`src/rtl/spi_rm_pkg.sv`:
```
package spi_rm_pkg;

    localparam int unsigned WORD_W       = 16;
    localparam int unsigned ADDR_W       = 2;
    localparam int unsigned NUM_DEV      = 4;
    localparam int unsigned DEV_W        = $clog2(NUM_DEV);
    localparam int unsigned NUM_RATES    = 4;
    localparam int unsigned BASE_RATE_HZ = 4_096_000;

    localparam logic [ADDR_W-1:0] OFS_CTRL = 2'd0;
    localparam logic [ADDR_W-1:0] OFS_DATA = 2'd2;

    typedef struct packed {
        logic             en;
        logic             ie;
        logic             hold;
        logic             wide;
        logic [DEV_W-1:0] dev;
        logic [1:0]       rate;
    } ctrl_t;

    function automatic ctrl_t ctrl_unpack(input logic [WORD_W-1:0] w);
        ctrl_t c;
        c.en   = w[15];
        c.ie   = w[14];
        c.hold = w[11];
        c.wide = w[10];
        c.dev  = w[9:8];
        c.rate = w[1:0];
        return c;
    endfunction

    function automatic logic [WORD_W-1:0] ctrl_pack(input ctrl_t c, input logic busy);
        logic [WORD_W-1:0] w;
        w       = '0;
        w[15]   = c.en;
        w[14]   = c.ie;
        w[11]   = c.hold;
        w[10]   = c.wide;
        w[9:8]  = c.dev;
        w[7]    = busy;
        w[1:0]  = c.rate;
        return w;
    endfunction

    // nearest whole number of system cycles per serial-clock half period
    function automatic int unsigned half_cycles(input int unsigned code, input int unsigned sys_hz);
        int unsigned f;
        int unsigned h;
        f = BASE_RATE_HZ >> code;
        h = (sys_hz + f) / (2 * f);
        if (h < 1) h = 1;
        return h;
    endfunction

endpackage

```
`src/rtl/spi_rm_regs.sv`:
```
module spi_rm_regs
    import spi_rm_pkg::*;
(
    input  logic              clk,
    input  logic              rst,
    input  logic              bus_wr,
    input  logic [ADDR_W-1:0] bus_addr,
    input  logic [WORD_W-1:0] bus_wdata,
    input  logic              busy,
    input  logic [WORD_W-1:0] rx_word,
    output ctrl_t             ctrl,
    output logic              start,
    output logic [WORD_W-1:0] bus_rdata
);

    ctrl_t ctrl_q;

    always_ff @(posedge clk) begin
        if (rst) begin
            ctrl_q <= '0;
        end else if (bus_wr && bus_addr == OFS_CTRL) begin
            ctrl_q <= ctrl_unpack(bus_wdata);
        end
    end

    assign ctrl  = ctrl_q;
    assign start = bus_wr && (bus_addr == OFS_DATA) && ctrl_q.en && !busy;

    always_comb begin
        if (bus_addr == OFS_CTRL)      bus_rdata = ctrl_pack(ctrl_q, busy);
        else if (bus_addr == OFS_DATA) bus_rdata = rx_word;
        else                           bus_rdata = '0;
    end

endmodule

```
`src/rtl/spi_rm_engine.sv`:
```
module spi_rm_engine
    import spi_rm_pkg::*;
#(
    parameter int unsigned SYS_HZ = 33_500_000
) (
    input  logic              clk,
    input  logic              rst,
    input  logic              start,
    input  ctrl_t             ctrl,
    input  logic [WORD_W-1:0] tx_word,
    input  logic              miso,
    output logic              sclk,
    output logic              mosi,
    output logic              busy,
    output logic              done,
    output logic              irq,
    output logic [WORD_W-1:0] rx_word
);

    localparam int unsigned MAX_HALF = half_cycles(NUM_RATES - 1, SYS_HZ);
    localparam int unsigned HW       = (MAX_HALF < 2) ? 1 : $clog2(MAX_HALF + 1);
    localparam int unsigned BW       = $clog2(WORD_W + 1);

    logic [HW-1:0] htab [NUM_RATES];

    for (genvar g = 0; g < NUM_RATES; g++) begin : g_rate
        assign htab[g] = HW'(half_cycles(g, SYS_HZ));
    end

    logic              run_q, sclk_q, mosi_q, done_q, irq_q;
    logic              wide_q, ie_q;
    logic [1:0]        rate_q;
    logic [HW-1:0]     hcnt;
    logic [BW-1:0]     bitcnt;
    logic [WORD_W-1:0] sh, rx_q;
    logic [WORD_W-1:0] load_w;
    logic [BW-1:0]     nbits;
    logic              half_end;

    assign load_w   = ctrl.wide ? tx_word : {tx_word[7:0], 8'h00};
    assign nbits    = wide_q ? BW'(16) : BW'(8);
    assign half_end = (hcnt == htab[rate_q] - HW'(1));

    always_ff @(posedge clk) begin
        if (rst) begin
            run_q  <= 1'b0;
            sclk_q <= 1'b0;
            mosi_q <= 1'b0;
            done_q <= 1'b0;
            irq_q  <= 1'b0;
            wide_q <= 1'b0;
            ie_q   <= 1'b0;
            rate_q <= '0;
            hcnt   <= '0;
            bitcnt <= '0;
            sh     <= '0;
            rx_q   <= '0;
        end else if (!run_q) begin
            done_q <= 1'b0;
            irq_q  <= 1'b0;
            if (start) begin
                run_q  <= 1'b1;
                wide_q <= ctrl.wide;
                ie_q   <= ctrl.ie;
                rate_q <= ctrl.rate;
                sh     <= load_w;
                mosi_q <= load_w[WORD_W-1];
                hcnt   <= '0;
                bitcnt <= '0;
                sclk_q <= 1'b0;
            end
        end else if (!half_end) begin
            hcnt <= hcnt + HW'(1);
        end else begin
            hcnt <= '0;
            if (!sclk_q) begin
                sclk_q <= 1'b1;
                sh     <= {sh[WORD_W-2:0], miso};
            end else begin
                sclk_q <= 1'b0;
                bitcnt <= bitcnt + BW'(1);
                if (bitcnt == nbits - BW'(1)) begin
                    run_q  <= 1'b0;
                    done_q <= 1'b1;
                    irq_q  <= ie_q;
                    rx_q   <= wide_q ? sh : {8'h00, sh[7:0]};
                end else begin
                    mosi_q <= sh[WORD_W-1];
                end
            end
        end
    end

    assign sclk    = sclk_q;
    assign mosi    = mosi_q;
    assign busy    = run_q;
    assign done    = done_q;
    assign irq     = irq_q;
    assign rx_word = rx_q;

endmodule

```
`src/rtl/spi_rm_csel.sv`:
```
module spi_rm_csel
    import spi_rm_pkg::*;
(
    input  logic               clk,
    input  logic               rst,
    input  logic               start,
    input  logic               done,
    input  logic               busy,
    input  ctrl_t              ctrl,
    output logic [NUM_DEV-1:0] cs_n
);

    logic             on_q, hold_q;
    logic [DEV_W-1:0] sel_q;

    always_ff @(posedge clk) begin
        if (rst) begin
            on_q   <= 1'b0;
            hold_q <= 1'b0;
            sel_q  <= '0;
        end else if (start) begin
            on_q   <= 1'b1;
            hold_q <= ctrl.hold;
            sel_q  <= ctrl.dev;
        end else if (done) begin
            on_q   <= hold_q && ctrl.en;
        end else if (!ctrl.en && !busy) begin
            on_q   <= 1'b0;
        end
    end

    for (genvar d = 0; d < NUM_DEV; d++) begin : g_cs
        assign cs_n[d] = !(on_q && sel_q == DEV_W'(d));
    end

endmodule

```
`src/rtl/spi_regmaster.sv`:
```
module spi_regmaster
    import spi_rm_pkg::*;
#(
    parameter int unsigned SYS_HZ = 33_500_000
) (
    input  logic               clk,
    input  logic               rst,
    input  logic               bus_wr,
    input  logic [ADDR_W-1:0]  bus_addr,
    input  logic [WORD_W-1:0]  bus_wdata,
    output logic [WORD_W-1:0]  bus_rdata,
    output logic               spi_sclk,
    output logic               spi_mosi,
    input  logic               spi_miso,
    output logic [NUM_DEV-1:0] spi_cs_n,
    output logic               irq
);

    ctrl_t             ctrl_w;
    logic              start_w, busy_w, done_w;
    logic [WORD_W-1:0] rx_w;

    spi_rm_regs u_regs (
        .clk       (clk),
        .rst       (rst),
        .bus_wr    (bus_wr),
        .bus_addr  (bus_addr),
        .bus_wdata (bus_wdata),
        .busy      (busy_w),
        .rx_word   (rx_w),
        .ctrl      (ctrl_w),
        .start     (start_w),
        .bus_rdata (bus_rdata)
    );

    spi_rm_engine #(.SYS_HZ(SYS_HZ)) u_engine (
        .clk     (clk),
        .rst     (rst),
        .start   (start_w),
        .ctrl    (ctrl_w),
        .tx_word (bus_wdata),
        .miso    (spi_miso),
        .sclk    (spi_sclk),
        .mosi    (spi_mosi),
        .busy    (busy_w),
        .done    (done_w),
        .irq     (irq),
        .rx_word (rx_w)
    );

    spi_rm_csel u_csel (
        .clk   (clk),
        .rst   (rst),
        .start (start_w),
        .done  (done_w),
        .busy  (busy_w),
        .ctrl  (ctrl_w),
        .cs_n  (spi_cs_n)
    );

endmodule

```
`config.mk`:
```
export PLATFORM = sky130hd
export DESIGN_NAME = spi_regmaster
export DESIGN_NICKNAME = d
export VERILOG_FILES = /design/src/rtl/spi_rm_pkg.sv /design/src/rtl/spi_rm_regs.sv /design/src/rtl/spi_rm_engine.sv /design/src/rtl/spi_rm_csel.sv /design/src/rtl/spi_regmaster.sv
export SDC_FILE = /design/constraint.sdc
export NUM_CORES = 1
export LEC_CHECK = 0
export ABC_AREA = 1
export ABC_CLOCK_PERIOD_IN_PS = 2250
export BUFFER_PORTS_ARGS = -buffer_cell sky130_fd_sc_hd__buf_2
export CORE_UTILIZATION = 55
export CTS_CLUSTER_DIAMETER = 200
export DETAILED_ROUTE_END_ITERATION = 6
export PLACE_DENSITY_LB_ADDON = 0.15
export SYNTH_ARGS = -nofsm -noshare
export SYNTH_HDL_FRONTEND = slang
export SYNTH_HIERARCHICAL = 1
export SYNTH_SLANG_ARGS = --single-unit
```
`constraint.sdc`:
```
create_clock -name clk -period 2.25 [get_ports clk]
set_input_delay 0.3375 -clock clk [delete_from_list [all_inputs] [get_ports clk]]
set_output_delay 0.3375 -clock clk [all_outputs]
set_load 0.005 [all_outputs]
```
; Word-level counts from Yosys, hierarchy flattened
; Index checks and enable logic that the tools add are counted.
[word_totals]
memories = 0
latch_bits = 0
mem_bits_ro = 0
mem_bits_rw = 0
register_bits = 64
wordCells = 102
inputBits = 22
[op_classes]
mux = 36
div_mod_pow = 0
eq_ne = 10
bitwise = 2
n_addsub = 4
shifts = 0
reduce_logical = 28
mul = 0
magnitude_cmp = 1
[op_table]
columns = operator, count
row1 = 2-to-1 mux 16 bit, 8
row2 = 2-to-1 mux 6 bit, 5
row3 = 2-to-1 mux 5 bit, 5
row4 = 2-to-1 mux 1 bit, 17
row5 = binary-select mux 6 bit (select 2 bit), 1
row6 = logical AND 1 bit, 10
row7 = AND reduction 3 bit, 3
row8 = "inequality test 2 bit, second input constant", 4
row9 = AND reduction 4 bit, 2
row10 = "adder 6 x 1 -> 6 bit, second input constant", 1
row11 = "equality test 2 bit, second input constant", 3
row12 = equality test 6 bit, 1
row13 = zero test 1 bit, 6
row14 = "subtractor 6 x 1 -> 6 bit, second input constant", 1
row15 = "adder 5 x 1 -> 5 bit, second input constant", 1
row16 = equality test 5 bit, 1
row17 = "subtractor 5 x 1 -> 5 bit, second input constant", 1
row18 = zero test 2 bit, 2
row19 = AND reduction 2 bit, 2
row20 = "greater-or-equal comparator 3 bit, second input constant", 1
row21 = inverter 2 -> 3 bit, 1
row22 = nonzero test 3 bit, 1
row23 = "equality test 2 x 1 -> 1 bit, second input constant", 1
row24 = nonzero test 2 bit, 1
row25 = 2 further kinds, 2

; Depth between registers and ports, before layout
[depth]
depth_word = 8
depth_mapped = 14

; By module
; The synthesis kept the hierarchy.
[by_module_without_submodules]
columns = mod, area_each_um2, cells_per_inst, instances, seq_area_each_um2
row1 = spi_rm_engine, 2663.8, 384, 1, 1041.0
row2 = spi_rm_regs, 583.1, 100, 1, 160.2
row3 = spi_rm_csel, 197.7, 27, 1, 80.1

; Worst setup path before layout
; No wires, ideal clock.
[synth_path]
path_type = in2reg
start = input bus_wr
end = register u_engine.sh[15]
required_time_ns = 2.137
cell_stages = 12
setup_time_ns = 0.113
t_arrival_ns = 1.799
path_buffers = 3
slack_ns = 0.337
cell_sequence = buf_4 buf_6 nand2_1 nor3_2 inv_1 nor2_1 inv_1 nand2_1 nand2_4 buf_6 o21ai_1 nor2_1
[synth_via]
elab_chain_cells = 5
[synth_lines]
columns = element, line
row1 = start: declaration, spi_regmaster.sv:8  ; input logic bus_wr,
row2 = logical AND 1 bit (3 in series), spi_rm_regs.sv:27  ; assign start = bus_wr && (bus_addr == OFS_DATA) && ctrl_q.en && !busy;
row3 = via start_w, spi_regmaster.sv:20  ; logic start_w, busy_w, done_w;
row4 = nonzero test 2 bit (no source line), --
row5 = AND reduction 3 bit (no source line), --
row6 = end signal: assignment, spi_rm_engine.sv:66  ; sh <= load_w;
row7 = end signal: assignment, spi_rm_engine.sv:78  ; sh <= {sh[WORD_W-2:0], miso};
row8 = end: declaration, spi_rm_engine.sv:35  ; logic [WORD_W-1:0] sh, rx_q;
; The timed path passes the listed nets, and every way through them passes these cells.
; A chain may end at the register's enable or synchronous reset.

; Worst setup path in the final report
[layout_path]
start = register u_engine.rate_q[0]
end = register u_engine.rx_q[9] (netlist: u_engine/rx_word[9])
[layout_via]
elab_chain_cells = 7
[layout_lines]
columns = element, line
row1 = start: declaration, spi_rm_engine.sv:32  ; logic [1:0] rate_q;
row2 = start signal: assignment, spi_rm_engine.sv:65  ; rate_q <= ctrl.rate;
row3 = inverter 2 -> 3 bit (implied by the code), spi_rm_engine.sv:42  ; assign half_end = (hcnt == htab[rate_q] - HW'(1));
row4 = binary-select mux 6 bit (select 2 bit), spi_rm_engine.sv:42
row5 = 2-to-1 mux 6 bit (implied by the code) (2 in series), spi_rm_engine.sv:42
row6 = subtractor 6 x 1 -> 6 bit, spi_rm_engine.sv:42
row7 = equality test 6 bit, spi_rm_engine.sv:42
row8 = AND reduction 4 bit (no source line), --
row9 = end signal: assignment, spi_rm_engine.sv:86  ; rx_q <= wide_q ? sh : {8'h00, sh[7:0]};
row10 = end: declaration, spi_rm_engine.sv:35
; Every way passes these cells. The select of a mux whose other input is x is not followed.

==> reports/metrics.yaml <==
root_buffer: "clkbuf_8"
finClkSkew_ps: 5.97
dieWidth_um: 81.1
post_cts_buffers: 0
worst_slack_ps: 174
synth_compound_area_share_pct: 14.5
power_density_nw_per_um2: 605
final_cell_mix: "126 x nand2_1, 64 x nor2_1, 64 x dfxtp_1"
cts_sinks: 64
drv_slew: 0
drt_iter0_markers: 253
antenna_cells: 0
cp-end-kind: "register"
core.rowCount: 28
yosysUniqueCellTypes: 36
max_slew.worst_pin.slew_ps: 616
drt_first_pass_iters: 5
finalWorstPathRequiredPeriod_ps: 2080
grt_max_degree: 36
run_status: "finished, final reports clean"
htreeDepth: 3
die_y_um: 81.1
ir_drop_mv: 0.352
wl_mm: 8.57
hp-class: "in -> reg"
hold_viol: 0
yosys.area_share.simple_pct: 33.6
muxShareOfSynthArea_pct: 0
synth-seq-cells: 64
drive_gt1_share_pct: 17.4
clock_latency_ps: 340
placed_cells: 616
path_clk_slew_ps: 70
cts_buffers: 9
setup_violations: 0
cp.required_ps: 2480
synth_nets: 539
cts_tree: "built"
fmax_mhz: 482
timing.final.crit_share_pct: 92.3
crit_arrival_ps: 2310
layout.nets: 581
slew_headroom_pct: 58.9
postSynthCellCount: 511
routedWlPerCell_um: 13.5
ys_seq_area_share_pct: 37.2
ctsHoldBuffers: 0
worstSetupPathType: "reg -> reg"
synth_top_family_by_area: "simple AND/OR/NAND/NOR gates"
drc: 0
start_util_pct: 57.5
antenna_left: 0
first_global_vias: 2982
fill_cells: 567
layout_commonest_cell: "nand2_1"
ios: 45
synth_warnings: 6
clock_path_buffers: 2
overflow: 0
cts_resized: 0
viasPerCell: 5.36
coreArea_um2: 5990
synth_fa_ha_area_share_pct: 2.18
post-dp-hpwl_mm: 6.07
grtUsageTotal_pct: 27.7
synth_xor_area_share_pct: 1.02
instances_no_fill: 633
grt_first_pass_wirelength_mm: 13.8
syn_area_per_cell_um2: 6.74
crit_fanout: 12
die_area_um2: 6580
place_congestion: 0.862
vias: 3394
area_growth_pct: 12.9
port_buffers: 44
timing.max_cap.violations: 0
antenna_found_initial: 0
worst_setup_path_start_kind: "register"
synthesis.area_um2: 3440
p_leak_nw: 1.73
pre_cts_ws_ps: 162
## synthesized netlist by cell type (all sizes together)
cell / n / area, um^2
and2: 1 / 6.26
ha: 6 / 75.1
or2: 1 / 6.26
o21a: 2 / 15.0
xor2: 3 / 26.3
inv: 64 / 243
nand4: 5 / 31.3
dfxtp: 64 / 1280
clkbuf: 6 / 22.5
nand3b: 1 / 7.51
nor3: 4 / 25.0
a211oi: 2 / 25.0
nand2: 129 / 497
nor2: 68 / 275
a21boi: 4 / 30.0
buf: 16 / 134
o22ai: 1 / 6.26
xnor2: 1 / 8.76
o31ai: 1 / 7.51
nand3: 56 / 308
o21ai: 42 / 240
a21oi: 34 / 174
## through the flow
step / cell area [um^2] / util (%) / total power (W) / hold WS, ps / setup TNS (ps)
after global placement: 3670 / 61.3 / 0.00137 / 448 / 0
after detailed placement: 3670 / 61.3 / 0.00137 / 461 / 0
after global routing: 3890 / 64.9 / 0.00245 / 373 / -21.1
after floorplan: 3440 / - / 0.00131 / 400 / 0
after CTS: 3870 / 64.7 / 0.00236 / 339 / 0
final: 3890 / 64.9 / 0.00235 / 344 / 0
## cell type report
| type | instances | area (um^2) | share of cell area (%) |
|---|---|---|---|
| Clock buffer | 13 | 159 | 4.09 |
| Clock inverter | 3 | 40.0 | 1.03 |
| Inverter | 64 | 243 | 6.24 |
| Multi-Input combinational cell | 362 | 1780 | 45.8 |
| Sequential cell | 64 | 1280 | 32.9 |
| Tap cell | 75 | 93.8 | 2.41 |
| Timing Repair Buffer | 52 | 293 | 7.53 |
## worst max-delay path: stages (launching register included)
cell and delay, ps:
dfxtp_1 370, inv_1 110, ha_1 310, inv_1 40
nand2_1 60, nand2_1 60, nor2_1 100, nand2_1 90
nor2_4 240, nand3_2 360, nand3_1 180, nand2_1 60
## report_power, final
part | total (W) | switching, W | internal, W
logic | 0.000179 | 0.000117 | 0.0000621
clock network | 0.00101 | 0.000438 | 0.000570
registers | 0.00117 | 0.0000169 | 0.00115
total | 0.00235 | 0.000572 | 0.00178
## kinds of logic (layout without fill, tap and decap cells)
| group | after synthesis | after routing |
|---|---|---|
| and+or+nand+nor | 265 | 266 |
| AOI/OAI and AO/OA | 86 | 86 |
| buffers and inverters | 86 | 132 |
| DFF | 64 | 64 |
| adders and majority gates | 6 | 6 |
| xor gates and xnor gates | 4 | 4 |
## per-layer routing
metal	track usage [%]	share of wire [%]	vias up
met1	38.8	48	1534
met4	10.0	1.6	0
met3	4.61	6.3	15
met2	42.6	44	131
li1	-	-	1714
met5	0	0	-
## sequential cells by signal, summed over array words and instances, names as in the netlist
| register | cells |
|---|---|
| u_engine/ie_q | 1 |
| u_engine/bitcnt | 5 |
| u_engine/wide_q | 1 |
| u_engine/sclk | 1 |
| u_engine/busy | 1 |
| u_engine/done | 1 |
| u_engine/rx_word | 16 |
| u_engine/rate_q | 2 |
| u_engine/mosi | 1 |
| u_engine/hcnt | 6 |
| u_engine/irq | 1 |
| u_csel/sel_q | 2 |
| u_regs/ctrl | 8 |
| u_csel/on_q | 1 |
| u_engine/sh | 16 |
| u_csel/hold_q | 1 |
## worst paths after layout
check             cells after the start             endpoint  slack (ps)          startpoint
hold reg to reg                       2        u_engine/mosi         480       u_engine/mosi
setup reg to reg                     11  u_engine/rx_word[9]         170  u_engine/rate_q[0]
setup / recovery                     11  u_engine/rx_word[9]         170  u_engine/rate_q[0]
hold / removal                        5       u_regs/ctrl[1]         340        bus_wdata[1]
No activity file was read; power rests on OpenSTA's default activity.
